==> src/rtl/ppsSamplerPkg.sv <==
package ppsSamplerPkg;
  typedef struct packed {
    logic push;
    logic first;
    logic last;
  } ctlStrobe_t;
endpackage

==> src/rtl/ppsEdgeDet.sv <==
module ppsEdgeDet #(
  parameter int STAGES = 2
) (
  input  logic clk,
  input  logic rstN,
  input  logic pinIn,
  output logic riseOut
);
  logic [STAGES:0] syncQ;

  always_ff @(posedge clk or negedge rstN) begin
    if (!rstN) syncQ <= '0;
    else       syncQ <= {syncQ[STAGES-1:0], pinIn};
  end

  assign riseOut = syncQ[STAGES-1] & ~syncQ[STAGES];
endmodule

==> src/rtl/sampleCtrl.sv <==
module sampleCtrl
  import ppsSamplerPkg::*;
#(
  parameter int CLK_HZ    = 50_000_000,
  parameter int SAMPLE_HZ = 50_000,
  parameter int FRAMES    = 10,
  parameter int SEC_W     = 32,
  parameter int FRAME_W   = 4
) (
  input  logic               clk,
  input  logic               rstN,
  input  logic               ppsEdge,
  input  logic               adcValid,
  input  logic [SEC_W-1:0]   utcSec,
  input  logic               timeValid,
  output logic               adcStrobe,
  output logic               ppsLost,
  output ctlStrobe_t         strb,
  output logic [SEC_W-1:0]   tagSec,
  output logic [FRAME_W-1:0] tagFrame
);
  localparam int DIV      = CLK_HZ / SAMPLE_HZ;
  localparam int SPF      = SAMPLE_HZ / FRAMES;
  localparam int LOST_LIM = CLK_HZ + CLK_HZ / 10;
  localparam int DIV_W    = $clog2(DIV + 1);
  localparam int SPF_W    = $clog2(SPF + 1);
  localparam int LOST_W   = $clog2(LOST_LIM + 1);

  logic               running, seenPps, secDone, pend;
  logic               pendFirst, pendLast;
  logic [DIV_W-1:0]   divCnt;
  logic [SPF_W-1:0]   inFrame;
  logic [FRAME_W-1:0] frameIdx, pendFrame;
  logic [LOST_W-1:0]  lostCnt;
  logic [SEC_W-1:0]   secReg;

  assign adcStrobe = running && !secDone && (divCnt == '0);

  always_ff @(posedge clk or negedge rstN) begin
    if (!rstN) begin
      running <= 1'b0; seenPps <= 1'b0; secDone <= 1'b0; pend <= 1'b0;
      pendFirst <= 1'b0; pendLast <= 1'b0; pendFrame <= '0;
      divCnt <= '0; inFrame <= '0; frameIdx <= '0; lostCnt <= '0;
      secReg <= '0; ppsLost <= 1'b0;
    end else if (ppsEdge) begin
      running  <= timeValid;
      seenPps  <= 1'b1;
      ppsLost  <= 1'b0;
      lostCnt  <= '0;
      divCnt   <= '0;
      inFrame  <= '0;
      frameIdx <= '0;
      secDone  <= 1'b0;
      pend     <= 1'b0;
      secReg   <= utcSec;
    end else begin
      if (running && !secDone)
        divCnt <= (divCnt == DIV_W'(DIV - 1)) ? '0 : divCnt + 1'b1;

      if (adcStrobe) begin
        pend      <= 1'b1;
        pendFrame <= frameIdx;
        pendFirst <= (inFrame == '0);
        pendLast  <= (inFrame == SPF_W'(SPF - 1));
        if (inFrame == SPF_W'(SPF - 1)) begin
          inFrame <= '0;
          if (frameIdx == FRAME_W'(FRAMES - 1)) secDone <= 1'b1;
          else                                  frameIdx <= frameIdx + 1'b1;
        end else begin
          inFrame <= inFrame + 1'b1;
        end
      end else if (pend && adcValid) begin
        pend <= 1'b0;
      end

      if (seenPps && !ppsLost) begin
        if (lostCnt == LOST_W'(LOST_LIM - 1)) begin
          ppsLost <= 1'b1;
          running <= 1'b0;
          pend    <= 1'b0;
        end else begin
          lostCnt <= lostCnt + 1'b1;
        end
      end
    end
  end

  assign strb.push  = pend && adcValid;
  assign strb.first = pendFirst;
  assign strb.last  = pendLast;
  assign tagSec     = secReg;
  assign tagFrame   = pendFrame;
endmodule

==> src/rtl/sampleFifo.sv <==
module sampleFifo
  import ppsSamplerPkg::*;
#(
  parameter int DATA_W  = 16,
  parameter int SEC_W   = 32,
  parameter int FRAME_W = 4,
  parameter int DEPTH   = 16
) (
  input  logic               clk,
  input  logic               rstN,
  input  ctlStrobe_t         strb,
  input  logic [DATA_W-1:0]  wrSample,
  input  logic [SEC_W-1:0]   wrSec,
  input  logic [FRAME_W-1:0] wrFrame,
  input  logic               rdEn,
  input  logic               clrFlags,
  output logic [DATA_W-1:0]  rdSample,
  output logic [SEC_W-1:0]   rdSec,
  output logic [FRAME_W-1:0] rdFrame,
  output logic               rdFirst,
  output logic               rdLast,
  output logic               full,
  output logic               empty,
  output logic               ovfFlag,
  output logic               udfFlag
);
  localparam int AW    = $clog2(DEPTH);
  localparam int ENT_W = DATA_W + SEC_W + FRAME_W + 2;

  logic [ENT_W-1:0] mem [DEPTH];
  logic [AW:0]      wrPtr, rdPtr;
  logic             wrOk, rdOk;

  assign empty = (wrPtr == rdPtr);
  assign full  = (wrPtr[AW] != rdPtr[AW]) && (wrPtr[AW-1:0] == rdPtr[AW-1:0]);
  assign wrOk  = strb.push && !full;
  assign rdOk  = rdEn && !empty;

  always_ff @(posedge clk) begin
    if (wrOk)
      mem[wrPtr[AW-1:0]] <= {strb.first, strb.last, wrFrame, wrSec, wrSample};
  end

  always_ff @(posedge clk or negedge rstN) begin
    if (!rstN) begin
      wrPtr <= '0; rdPtr <= '0; ovfFlag <= 1'b0; udfFlag <= 1'b0;
    end else begin
      if (wrOk) wrPtr <= wrPtr + 1'b1;
      if (rdOk) rdPtr <= rdPtr + 1'b1;
      if (clrFlags) begin
        ovfFlag <= 1'b0;
        udfFlag <= 1'b0;
      end else begin
        if (strb.push && full) ovfFlag <= 1'b1;
        if (rdEn && empty)     udfFlag <= 1'b1;
      end
    end
  end

  assign {rdFirst, rdLast, rdFrame, rdSec, rdSample} = mem[rdPtr[AW-1:0]];
endmodule

==> src/rtl/ppsFrameSampler.sv <==
module ppsFrameSampler
  import ppsSamplerPkg::*;
#(
  parameter int CLK_HZ     = 50_000_000,
  parameter int SAMPLE_HZ  = 50_000,
  parameter int FRAMES     = 10,
  parameter int DATA_W     = 16,
  parameter int SEC_W      = 32,
  parameter int FIFO_DEPTH = 16,
  localparam int FRAME_W   = (FRAMES > 1) ? $clog2(FRAMES) : 1
) (
  input  logic               clk,
  input  logic               rstN,
  input  logic               ppsIn,
  input  logic [DATA_W-1:0]  adcData,
  input  logic               adcValid,
  input  logic [SEC_W-1:0]   utcSec,
  input  logic               timeValid,
  input  logic               clrFlags,
  input  logic               rdEn,
  output logic               adcStrobe,
  output logic [DATA_W-1:0]  rdSample,
  output logic [SEC_W-1:0]   rdSec,
  output logic [FRAME_W-1:0] rdFrame,
  output logic               rdFirst,
  output logic               rdLast,
  output logic               fifoFull,
  output logic               fifoEmpty,
  output logic               ovfFlag,
  output logic               udfFlag,
  output logic               ppsLost
);
  logic               ppsEdge;
  ctlStrobe_t         strb;
  logic [SEC_W-1:0]   tagSec;
  logic [FRAME_W-1:0] tagFrame;

  ppsEdgeDet #(.STAGES(2)) uSync (
    .clk(clk), .rstN(rstN), .pinIn(ppsIn), .riseOut(ppsEdge)
  );

  sampleCtrl #(
    .CLK_HZ(CLK_HZ), .SAMPLE_HZ(SAMPLE_HZ), .FRAMES(FRAMES),
    .SEC_W(SEC_W), .FRAME_W(FRAME_W)
  ) uCtrl (
    .clk(clk), .rstN(rstN), .ppsEdge(ppsEdge), .adcValid(adcValid),
    .utcSec(utcSec), .timeValid(timeValid), .adcStrobe(adcStrobe),
    .ppsLost(ppsLost), .strb(strb), .tagSec(tagSec), .tagFrame(tagFrame)
  );

  sampleFifo #(
    .DATA_W(DATA_W), .SEC_W(SEC_W), .FRAME_W(FRAME_W), .DEPTH(FIFO_DEPTH)
  ) uFifo (
    .clk(clk), .rstN(rstN), .strb(strb), .wrSample(adcData),
    .wrSec(tagSec), .wrFrame(tagFrame), .rdEn(rdEn), .clrFlags(clrFlags),
    .rdSample(rdSample), .rdSec(rdSec), .rdFrame(rdFrame),
    .rdFirst(rdFirst), .rdLast(rdLast), .full(fifoFull), .empty(fifoEmpty),
    .ovfFlag(ovfFlag), .udfFlag(udfFlag)
  );
endmodule

==> config.mk <==
export PLATFORM = sky130hd
export DESIGN_NAME = ppsFrameSampler
export DESIGN_NICKNAME = d
export VERILOG_FILES = /design/src/rtl/ppsSamplerPkg.sv /design/src/rtl/ppsEdgeDet.sv /design/src/rtl/sampleCtrl.sv /design/src/rtl/sampleFifo.sv /design/src/rtl/ppsFrameSampler.sv
export SDC_FILE = /design/constraint.sdc
export NUM_CORES = 1
export LEC_CHECK = 0
export CORE_ASPECT_RATIO = 1.75
export CORE_MARGIN = 3
export CORE_UTILIZATION = 45
export CTS_BUF_LIST = sky130_fd_sc_hd__clkbuf_8
export DETAILED_ROUTE_END_ITERATION = 16
export DONT_BUFFER_PORTS = 1
export PLACE_DENSITY = 0.66
export SLEW_MARGIN = 20
export SYNTH_ARGS = -nofsm -noshare
export SYNTH_HDL_FRONTEND = slang
export SYNTH_SLANG_ARGS = --single-unit
==> constraint.sdc <==
create_clock -name clk -period 8.95 [get_ports clk]
set_clock_uncertainty 0.1 [all_clocks]
set_input_delay 0.4475 -clock clk [delete_from_list [all_inputs] [get_ports clk]]
set_output_delay 0.4475 -clock clk [all_outputs]
set_load 0.05 [all_outputs]
==> reports/results.ini <==
[outcome]
run_status=completed

[global_routing]
grt_pass1_vias=21700
grt_max_degree=143
antenna_found_initial=2
overflow=0
grt_pass1_wl_um=134000
track_usage_pct=20.4

[synth]
syn_area_um2=38300
synth_common_cells=864 x edfxtp_1, 194 x nand2_1, 164 x mux2i_1
synth_ff_type=edfxtp_1
synth_top_family_by_area=multiplexers
synthDistinctLibCells=53
synth_adder_area_share_pct=0.392
yosysSeqAreaShare_pct=75.0
synth_edf_count=864
syn_avg_cell_area_um2=17.5
yosysTopAreaCell=edfxtp_1
synthArstFlopShare_pct=11.4
ys.warnings.count=0
muxShareOfSynthArea_pct=12.3
synthSimpleGateAreaFrac_pct=4.58
synth.area.top_cells=edfxtp_1 68%, dfrtp_1 7.3%, mux4_2 6.4%
synthXorXnorAreaFrac_pct=0.801
yosysMostFrequentCell=edfxtp_1
yosys.area.top_type_share_pct=67.8
synth_compound_area_share_pct=5.53
synth_nets=2257
yosys_register_bits=975
syn_inst=2190

[min_path]
hold_path_class=input port to flip-flop
worstHoldPathCells=3
whs_endpoint=uFifo.wrPtr[0]
worstHoldStart=adcValid

[sta]
maxSlewHeadroom_pct=20.1
finalCriticalPeriod_ns=5.45
finalSetupViolCount=0
tns_ns=0
maxSlewViolCount=0
hold_viol_final=0
fin_crit_sh_pct=60.8
max_freq_mhz=184
tightest_slew_ns=1.20
rsz0062_at_grt=no

[drt]
wl_um=88900
drcViolationCount=0
drt_iter0_markers=1593
drtPass1Iterations=5
detail-route-antenna-nets=0
via_per_inst=5.87
post_drt_wl_per_cell_um=25.6
vias=20400

[clocking]
cts_tree=yes
h-tree-depth=4
clock_latency_ns=0.77
clk_pin_slew_worst_paths_ns=0.07
hold_buffers=56
root_buffer=clkbuf_8
cts_resized=0
cts_buffer_depth=3
cts-buffers-inserted=133
clock_sinks=975
post_cts_buffers=0

[die]
initial_core_util_pct=45.7
core_um2=83700
ioPinCount=115
rows=140
die_area_um2=88800
fp.dieH_um=392
die_w_um=227

[power_and_ir_drop]
p_leak_nw=14.5
powerDensity_nw_per_um2=295
ir_drop_v=0.000358
power_mw=12.6

[run]
max_cap_viol_count=0

[critical_path]
cp-end-kind=output port
cp.arrival_ns=4.90
rr_worst_depth=5
critPathMaxFanout=66
cp.required_ns=8.40
r2r_end=uFifo.mem[6][35]
start_kind=flip-flop
rr_startpoint=uFifo.rdPtr[3]
rrSetupSlack_ns=4.92
path_class=flip-flop to output port

[placed_design]
gp_congestion=0.835
io_buffer_count=0
hpwlAfterDp_um=46300

[cells_and_area]
fin_nets=2364
fill_cells=6752
syn2layout_area_growth_pct=11.4
drive_gt1_share_pct=17.1

-- per-layer routing --
| metal | routed length (µm) | global-route usage (%) | up-vias |
|---|---|---|---|
| li1 | - | - | 8938 |
| met1 | 34600 | 24.8 | 10600 |
| met2 | 46900 | 36.2 | 667 |
| met3 | 5110 | 3.99 | 172 |
| met4 | 2390 | 7.30 | 0 |
| met5 | 0 | 0 | - |
-- critical path: stages (launching register included) --
cell,delay (ns)
dfrtp_2,0.59
buf_4,0.73
nor2b_4,0.52
buf_4,0.48
buf_4,0.78
a221oi_1,0.26
o21ai_0,0.27
nand2_1,0.42
-- logic make-up (layout without fill, tap and decap cells) --
| group | count (synthesis) | count (layout) |
|---|---|---|
| multiplexers | 330 | 330 |
| AO/OA/AOI/OAI | 340 | 340 |
| buffers and inverters | 125 | 339 |
| other | 0 | 2 |
| AND/OR/NAND/NOR | 373 | 373 |
| XOR/XNOR | 35 | 35 |
| adder cells (fa/ha/maj) | 12 | 12 |
| flip-flops | 975 | 975 |
-- area by class of cell --
| type | count | area, µm² | share of cell area (%) |
|---|---|---|---|
| clock buffers | 149 | 2050 | 4.81 |
| multi-input cells | 1090 | 9150 | 21.5 |
| inverters | 13 | 56.3 | 0.132 |
| diodes | 2 | 5.00 | 0.0117 |
| flip-flops and latches | 975 | 28700 | 67.4 |
| well taps | 1065 | 1330 | 3.13 |
| clock inverters | 93 | 497 | 1.17 |
| repair buffers | 84 | 813 | 1.91 |
-- worst max path at each step --
stage                        start         endpoint  cells after the start
floorplan           uFifo.wrPtr[2]  uFifo.mem[3][0]                      7
global placement    uFifo.rdPtr[1]        rdSec[29]                      7
detailed placement  uFifo.rdPtr[1]        rdSec[28]                      7
CTS                 uFifo.rdPtr[1]        rdSec[28]                      7
global route        uFifo.rdPtr[1]        rdSec[25]                      7
finish              uFifo.rdPtr[2]        rdSec[18]                      7
-- state kept, by name (all words and copies together) (netlist names), 3 cells and up --
signal	count
uCtrl.divCnt	10
uCtrl.frameIdx	4
uCtrl.inFrame	13
uCtrl.lostCnt	26
uCtrl.tagFrame	4
uCtrl.tagSec	32
uFifo.mem	864
uFifo.rdPtr	5
uFifo.wrPtr	5
uSync.syncQ	3
-- placed cells by master (no fill, tap or decap), drive strengths merged, types with 4 or more instances in the layout --
| cell type | instances |
|---|---|
| edfxtp | 864 |
| nand2 | 195 |
| mux2i | 164 |
| clkbuf | 149 |
| o21ai | 133 |
| dfrtp | 111 |
| mux4 | 108 |
| a21oi | 72 |
| mux2 | 58 |
| dlygate4sd3 | 55 |
| a221oi | 54 |
| a22oi | 54 |
| inv | 54 |
| nor2 | 48 |
| clkinv | 45 |
| buf | 29 |
| nand3 | 23 |
| and3 | 23 |
| xor2 | 20 |
| nand4 | 17 |
| xnor2 | 15 |
| nor3 | 13 |
| ha | 12 |
| or3 | 8 |
| nand2b | 8 |
| nor4 | 7 |
| or4 | 6 |
| and4 | 5 |
| a31o | 5 |
| o31ai | 5 |
| nor2b | 5 |
| a31oi | 4 |
| clkinvlp | 4 |
| and2 | 4 |
-- report_power, final --
part,leakage [nW],switching [mW],internal (mW),total [mW]
Clock,1.43,1.62,1.62,3.24
Combinational,3.97,2.69,1.19,3.88
Sequential,9.13,0.270,5.20,5.47
Total,14.5,4.58,8.01,12.6
-- metrics by stage --
| stage | util (%) | worst slack [ns] | cells | area [µm²] | hold WS [ns] |
|---|---|---|---|---|---|
| detailed placement | 47.2 | 4.29 | 3171 | 39500 | 0.0571 |
| CTS | 50.9 | 3.43 | 3469 | 42600 | 0.0756 |
| finish | 50.9 | 3.50 | 3471 | 42600 | 0.109 |
| floorplan | - | 3.36 | 2190 | 38300 | 0.0519 |
| global placement | 47.2 | 4.26 | 3171 | 39500 | 0.0573 |
| global route | 50.9 | 3.25 | 3470 | 42600 | 0.0852 |
(Power assumes the default switching activity.)
